$ cat src/rtl/be_chk_pkg.sv
package be_chk_pkg;

    // Request kinds as seen on in_kind
    typedef enum logic [1:0] {
        KIND_MRD = 2'd0,
        KIND_MWR = 2'd1,
        KIND_IO  = 2'd2,
        KIND_CFG = 2'd3
    } req_kind_e;

    // Reason codes as seen on out_reason
    typedef enum logic [1:0] {
        WHY_OK         = 2'd0,
        WHY_LAST_SET   = 2'd1,
        WHY_ZERO_FIELD = 2'd2,
        WHY_GAP        = 2'd3
    } why_e;

    // Result presentation states
    typedef enum logic {
        ST_EMPTY  = 1'b0,
        ST_RESULT = 1'b1
    } out_state_e;

endpackage

$ cat src/rtl/be_len_decode.sv
module be_len_decode #(
    parameter int LEN_W = 10
) (
    input  logic [LEN_W-1:0] len,
    output logic             len_one,
    output logic             len_two
);
    // A length field of zero stands for the largest size and so is neither
    // one nor two doublewords.
    assign len_one = (len == LEN_W'(1));
    assign len_two = (len == LEN_W'(2));
endmodule

$ cat src/rtl/be_run_check.sv
module be_run_check #(
    parameter int BE_W       = 4,
    parameter bit TOP_ANCHOR = 1'b1
) (
    input  logic [BE_W-1:0] field,
    output logic            is_run
);
    generate
        if (TOP_ANCHOR) begin : g_top
            // Set bits must form one run ending at the top bit: the inverse
            // is then a run starting at bit 0.
            logic [BE_W-1:0] inv;
            assign inv    = ~field;
            assign is_run = ((inv & (inv + BE_W'(1))) == '0);
        end else begin : g_bot
            // Set bits must form one run starting at bit 0.
            assign is_run = ((field & (field + BE_W'(1))) == '0);
        end
    endgenerate
endmodule

$ cat src/rtl/be_rule_eval.sv
module be_rule_eval
    import be_chk_pkg::*;
#(
    parameter int BE_W = 4
) (
    input  req_kind_e       kind,
    input  logic            len_one,
    input  logic            len_two,
    input  logic            addr_b2,
    input  logic            hint,
    input  logic            chk_en,
    input  logic [BE_W-1:0] first,
    input  logic [BE_W-1:0] last,
    output logic [BE_W-1:0] eff_first,
    output logic [BE_W-1:0] eff_last,
    output why_e            why,
    output logic            no_effect,
    output logic            flush
);
    logic [BE_W-1:0] fld    [2];
    logic            run_ok [2];
    logic            hint_rd;
    logic            is_mem;
    logic            gaps_ok;
    why_e            why_raw;

    assign fld[0] = first;
    assign fld[1] = last;

    // Field 0 must reach its top byte, field 1 must start at its bottom byte
    for (genvar g = 0; g < 2; g++) begin : g_field
        be_run_check #(
            .BE_W      (BE_W),
            .TOP_ANCHOR(g == 0)
        ) u_run (
            .field (fld[g]),
            .is_run(run_ok[g])
        );
    end

    assign hint_rd = (kind == KIND_MRD) && hint;
    assign is_mem  = (kind == KIND_MRD) || (kind == KIND_MWR);
    assign gaps_ok = !is_mem || (len_two && !addr_b2);

    always_comb begin
        if (hint_rd) begin
            eff_first = '1;
            eff_last  = len_one ? '0 : '1;
        end else begin
            eff_first = first;
            eff_last  = last;
        end
    end

    always_comb begin
        why_raw = WHY_OK;
        if (hint_rd) begin
            why_raw = WHY_OK;
        end else if (len_one) begin
            if (last != '0) why_raw = WHY_LAST_SET;
        end else if ((first == '0) || (last == '0)) begin
            why_raw = WHY_ZERO_FIELD;
        end else if (!gaps_ok && !(run_ok[0] && run_ok[1])) begin
            why_raw = WHY_GAP;
        end
    end

    assign why       = chk_en ? why_raw : WHY_OK;
    assign no_effect = (kind == KIND_MWR) && len_one && (first == '0);
    assign flush     = (kind == KIND_MRD) && !hint && len_one && (first == '0);
endmodule

$ cat src/rtl/be_rule_check.sv
module be_rule_check
    import be_chk_pkg::*;
#(
    parameter int LEN_W = 10,
    parameter int BE_W  = 4
) (
    input  logic             clk,
    input  logic             rst_n,
    input  logic             chk_en,
    input  logic             in_valid,
    input  logic [1:0]       in_kind,
    input  logic [LEN_W-1:0] in_len,
    input  logic             in_addr_b2,
    input  logic             in_hint,
    input  logic [BE_W-1:0]  in_first,
    input  logic [BE_W-1:0]  in_last,
    output logic             out_valid,
    output logic [BE_W-1:0]  out_first,
    output logic [BE_W-1:0]  out_last,
    output logic             out_malformed,
    output logic [1:0]       out_reason,
    output logic             out_no_effect,
    output logic             out_flush
);
    out_state_e      state, state_nxt;
    logic            len_one, len_two;
    logic [BE_W-1:0] c_first, c_last;
    why_e            c_why;
    logic            c_no_effect, c_flush;

    be_len_decode #(.LEN_W(LEN_W)) u_len (
        .len    (in_len),
        .len_one(len_one),
        .len_two(len_two)
    );

    be_rule_eval #(.BE_W(BE_W)) u_eval (
        .kind     (req_kind_e'(in_kind)),
        .len_one  (len_one),
        .len_two  (len_two),
        .addr_b2  (in_addr_b2),
        .hint     (in_hint),
        .chk_en   (chk_en),
        .first    (in_first),
        .last     (in_last),
        .eff_first(c_first),
        .eff_last (c_last),
        .why      (c_why),
        .no_effect(c_no_effect),
        .flush    (c_flush)
    );

    // Next state: accept, chain, drain or wait
    always_comb begin
        state_nxt = state;
        unique case (state)
            ST_EMPTY:  if (in_valid) state_nxt = ST_RESULT;
            ST_RESULT: if (!in_valid) state_nxt = ST_EMPTY;
        endcase
    end

    always_ff @(posedge clk) begin
        if (!rst_n) state <= ST_EMPTY;
        else        state <= state_nxt;
    end

    // Result registers load only on an accepted request
    always_ff @(posedge clk) begin
        if (!rst_n) begin
            out_first     <= '0;
            out_last      <= '0;
            out_malformed <= 1'b0;
            out_reason    <= 2'd0;
            out_no_effect <= 1'b0;
            out_flush     <= 1'b0;
        end else if (in_valid) begin
            out_first     <= c_first;
            out_last      <= c_last;
            out_malformed <= (c_why != WHY_OK);
            out_reason    <= c_why;
            out_no_effect <= c_no_effect;
            out_flush     <= c_flush;
        end
    end

    assign out_valid = (state == ST_RESULT);
endmodule

$ cat config.mk
export PLATFORM = sky130hd
export DESIGN_NAME = be_rule_check
export DESIGN_NICKNAME = d
export VERILOG_FILES = /design/src/rtl/be_chk_pkg.sv /design/src/rtl/be_len_decode.sv /design/src/rtl/be_run_check.sv /design/src/rtl/be_rule_eval.sv /design/src/rtl/be_rule_check.sv
export SDC_FILE = /design/constraint.sdc
export NUM_CORES = 1
export LEC_CHECK = 0
export CAP_MARGIN = 40
export CORE_MARGIN = 2
export CORE_UTILIZATION = 35
export DETAILED_ROUTE_END_ITERATION = 8
export DONT_BUFFER_PORTS = 1
export MAX_ROUTING_LAYER = met4
export SKIP_LAST_GASP = 1
export SYNTH_ARGS = -nofsm -noshare
export SYNTH_HDL_FRONTEND = slang
export SYNTH_HIERARCHICAL = 1
export SYNTH_SLANG_ARGS = --single-unit
export TNS_END_PERCENT = 10
$ cat constraint.sdc
create_clock -name clk -period 2.4 [get_ports clk]
set_input_delay 0.24 -clock clk [delete_from_list [all_inputs] [get_ports clk]]
set_output_delay 0.24 -clock clk [all_outputs]
set_load 0.01 [all_outputs]
==> results.ini <==
[detailed_routing]
drt-total-wl_microns=1610
firstDrtPassIters=4
drtIter0Drc=2
vias=582
routed_via_density=5.29
drc_errors=0
ant_nets=0
wl_per_cell_microns=14.6

[clock_network]
cts_setup_buffers=0
cts_sinks=14
numCtsBuffers=3
h-tree-depth=1
clk_latency_ns=0.28
cts_tree=yes
path_clk_slew_ns=0.09
cts_resized=0
root_buffer=clkbuf_4
cts_buffer_depth=2
post_cts_hold_buffer_count=0

[worst_setup_path]
end_kind=flop
crit_path_max_incr_delay_ns=0.52
crit_fanout=2
startpoint=in_len[9]
worst-path-buf-inv=0
worstPathArrival_ns=1.78
slowest_stage=or4_4
cp_common_cell=nor2b_1
worstPathRequired_ns=2.58
crit_type=input port to flop
r2r_start=out_reason[1]
start_kind=input port
critPathTopFamily=simple AND/OR/NAND/NOR gates
crit_chain=or4_4 -> nor4_1 -> nor2b_1 -> a2111oi_0 -> o2111a_1 -> mux2i_1 -> nor2b_1

[floorplan]
pin_count=40
core-area_sq_um=2190
rows=17
die_area_sq_um=2680
die_h_microns=51.8
initial_core_util_pct=36.5
die-width_microns=51.8

[sta]
max_freq_mhz=624
relSlewSlack_pct=65.0
finalSetupViolations=0
slew_viol_final=0
final_hold_viol_count=0
setup_tns_ns=0
skew_ns=0
min_period_ns=1.60
rsz0062_at_grt=no
period_share_pct=66.7
tightest_slew_ns=0.521

[finish]
nets=109
design_area_sq_um=828
diodes=0
drive_gt1_share_pct=13.4
mostFrequentLayoutCells=17 x nor2b_1, 14 x dfxtp_1, 12 x mux2i_1, 4 x nand2b_1
layout_commonest_cell=nor2b_1
area_growth_pct=3.60

[min_path]
hp-start=in_valid
hold_path_class=input port to flop

[yosys]
synth-async-reset-ratio_pct=0
yosysTopAreaCellShare_pct=35.1
synth_top_area_cell=dfxtp_1
post_synth_main_area_contributors=dfxtp_1 35%, mux2i_1 15%, nor2b_1 13%, nand2b_1 3.1%, a21o_1 2.8%
synth_cells=82
yosys_register_bits=14
ys.flop_type=dfxtp_1
synthesis.area_sq_um=800
ys_seq_area_share_pct=35.1
synth_area_per_cell_sq_um=9.75
synth.distinct_cells=30
synth_edf_count=0
synth_warnings=6
synth_fp_nets=108

[power]
clock_power_share_pct=35.2
leakage_nw=0.337
comb_power_share_pct=11.0
p_seq_share_pct=53.8
total_power_uw=481
p_switching_uw=111
powerDensity_nw_per_um2=580
intPower_uw=369
p_sw_share_pct=23.1
ir_drop_mv=0.302

[placed_design]
place.gp.congestion=0.682
io_buffers=0
dp_hpwl_microns=1280
postPlaceCellArea_sq_um=792

[grt]
grt_max_degree=16
grt_pass1_wl_microns=2610
grt_pass1_vias=564
grt_usage_pct=13.6
antenna_found_initial=0
gr-total-overflow=0

[flow_run]
maxCapViolCount=0

[status]
status=completed

[through the flow]
step                instances  worst slack [ns]  hold slack, ns  util [%]
floorplan                  82             0.628           0.368         -
global placement          106             0.552           0.337      36.2
detailed placement        106             0.502           0.343      36.2
CTS                       110             0.802          0.0380      37.8
global route              110             0.715          0.0519      37.8
finish                    110             0.799          0.0482      37.8
[final timing paths]
path	end	slack, ns	depth (start not counted)
worst min-delay path	out_malformed	0.05	1
worst max-delay path	out_reason[0]	0.80	7
worst max register to register	out_reason[1]	1.75	2
worst min register to register	out_malformed	0.56	2
[registers in the layout, indices dropped and copies added, names as in the netlist]
name / flops
out_no_effect: 1
out_flush: 1
out_valid: 1
out_reason: 2
out_last: 4
out_malformed: 1
out_first: 4
[worst reg2reg max path, stage by stage, from the launching register on]
cell and delay, ns:
dfxtp_1 0.40, mux2i_1 0.09, nor2b_1 0.11
[synth_stat cells, types with 2 or more instances]
| master | number |
|---|---|
| a21o_1 | 3 |
| or4_4 | 2 |
| mux2i_1 | 12 |
| nand2b_1 | 4 |
| dfxtp_1 | 14 |
| nand2_1 | 2 |
| nor2_1 | 3 |
| inv_1 | 3 |
| nor2b_1 | 17 |
| nor4_1 | 2 |
[cell families after synthesis]
family                 count (synthesis)  share of synthesized area, %
muxes                                 12                          15.0
DFF                                   14                          35.1
buffers and inverters                  7                          6.73
AOI/OAI and AO/OA                     11                          11.7
and+or+nand+nor                       38                          31.5
[power by group through the flow]
| stage | logic (mW) | registers (mW) | clock network [mW] |
|---|---|---|---|
| final | 0.0529 | 0.259 | 0.169 |
| after global routing | 0.0592 | 0.261 | 0.181 |
| after CTS | 0.0535 | 0.259 | 0.175 |
| after detailed placement | 0.0531 | 0.265 | 0 |
| after global placement | 0.0520 | 0.265 | 0 |
| after floorplan | 0.0589 | 0.262 | 0 |
[area by class of cell]
type	instances	area, sq um
fill	236	1360
multi-input combinational	61	465
sequential	14	280
clock buffer	4	36.3
tap	28	35.0
inverter	3	11.3
[layer usage]
metal  share of wire (%)  global-route usage, %  vias to the layer above
met4                0.56                   6.58                        0
met1                  43                   15.8                      268
met3                 9.3                   3.74                        2
li1                    -                      -                      289
met5                   0                      -                        -
met2                  47                   21.6                       23
(Power assumes the default switching activity.)
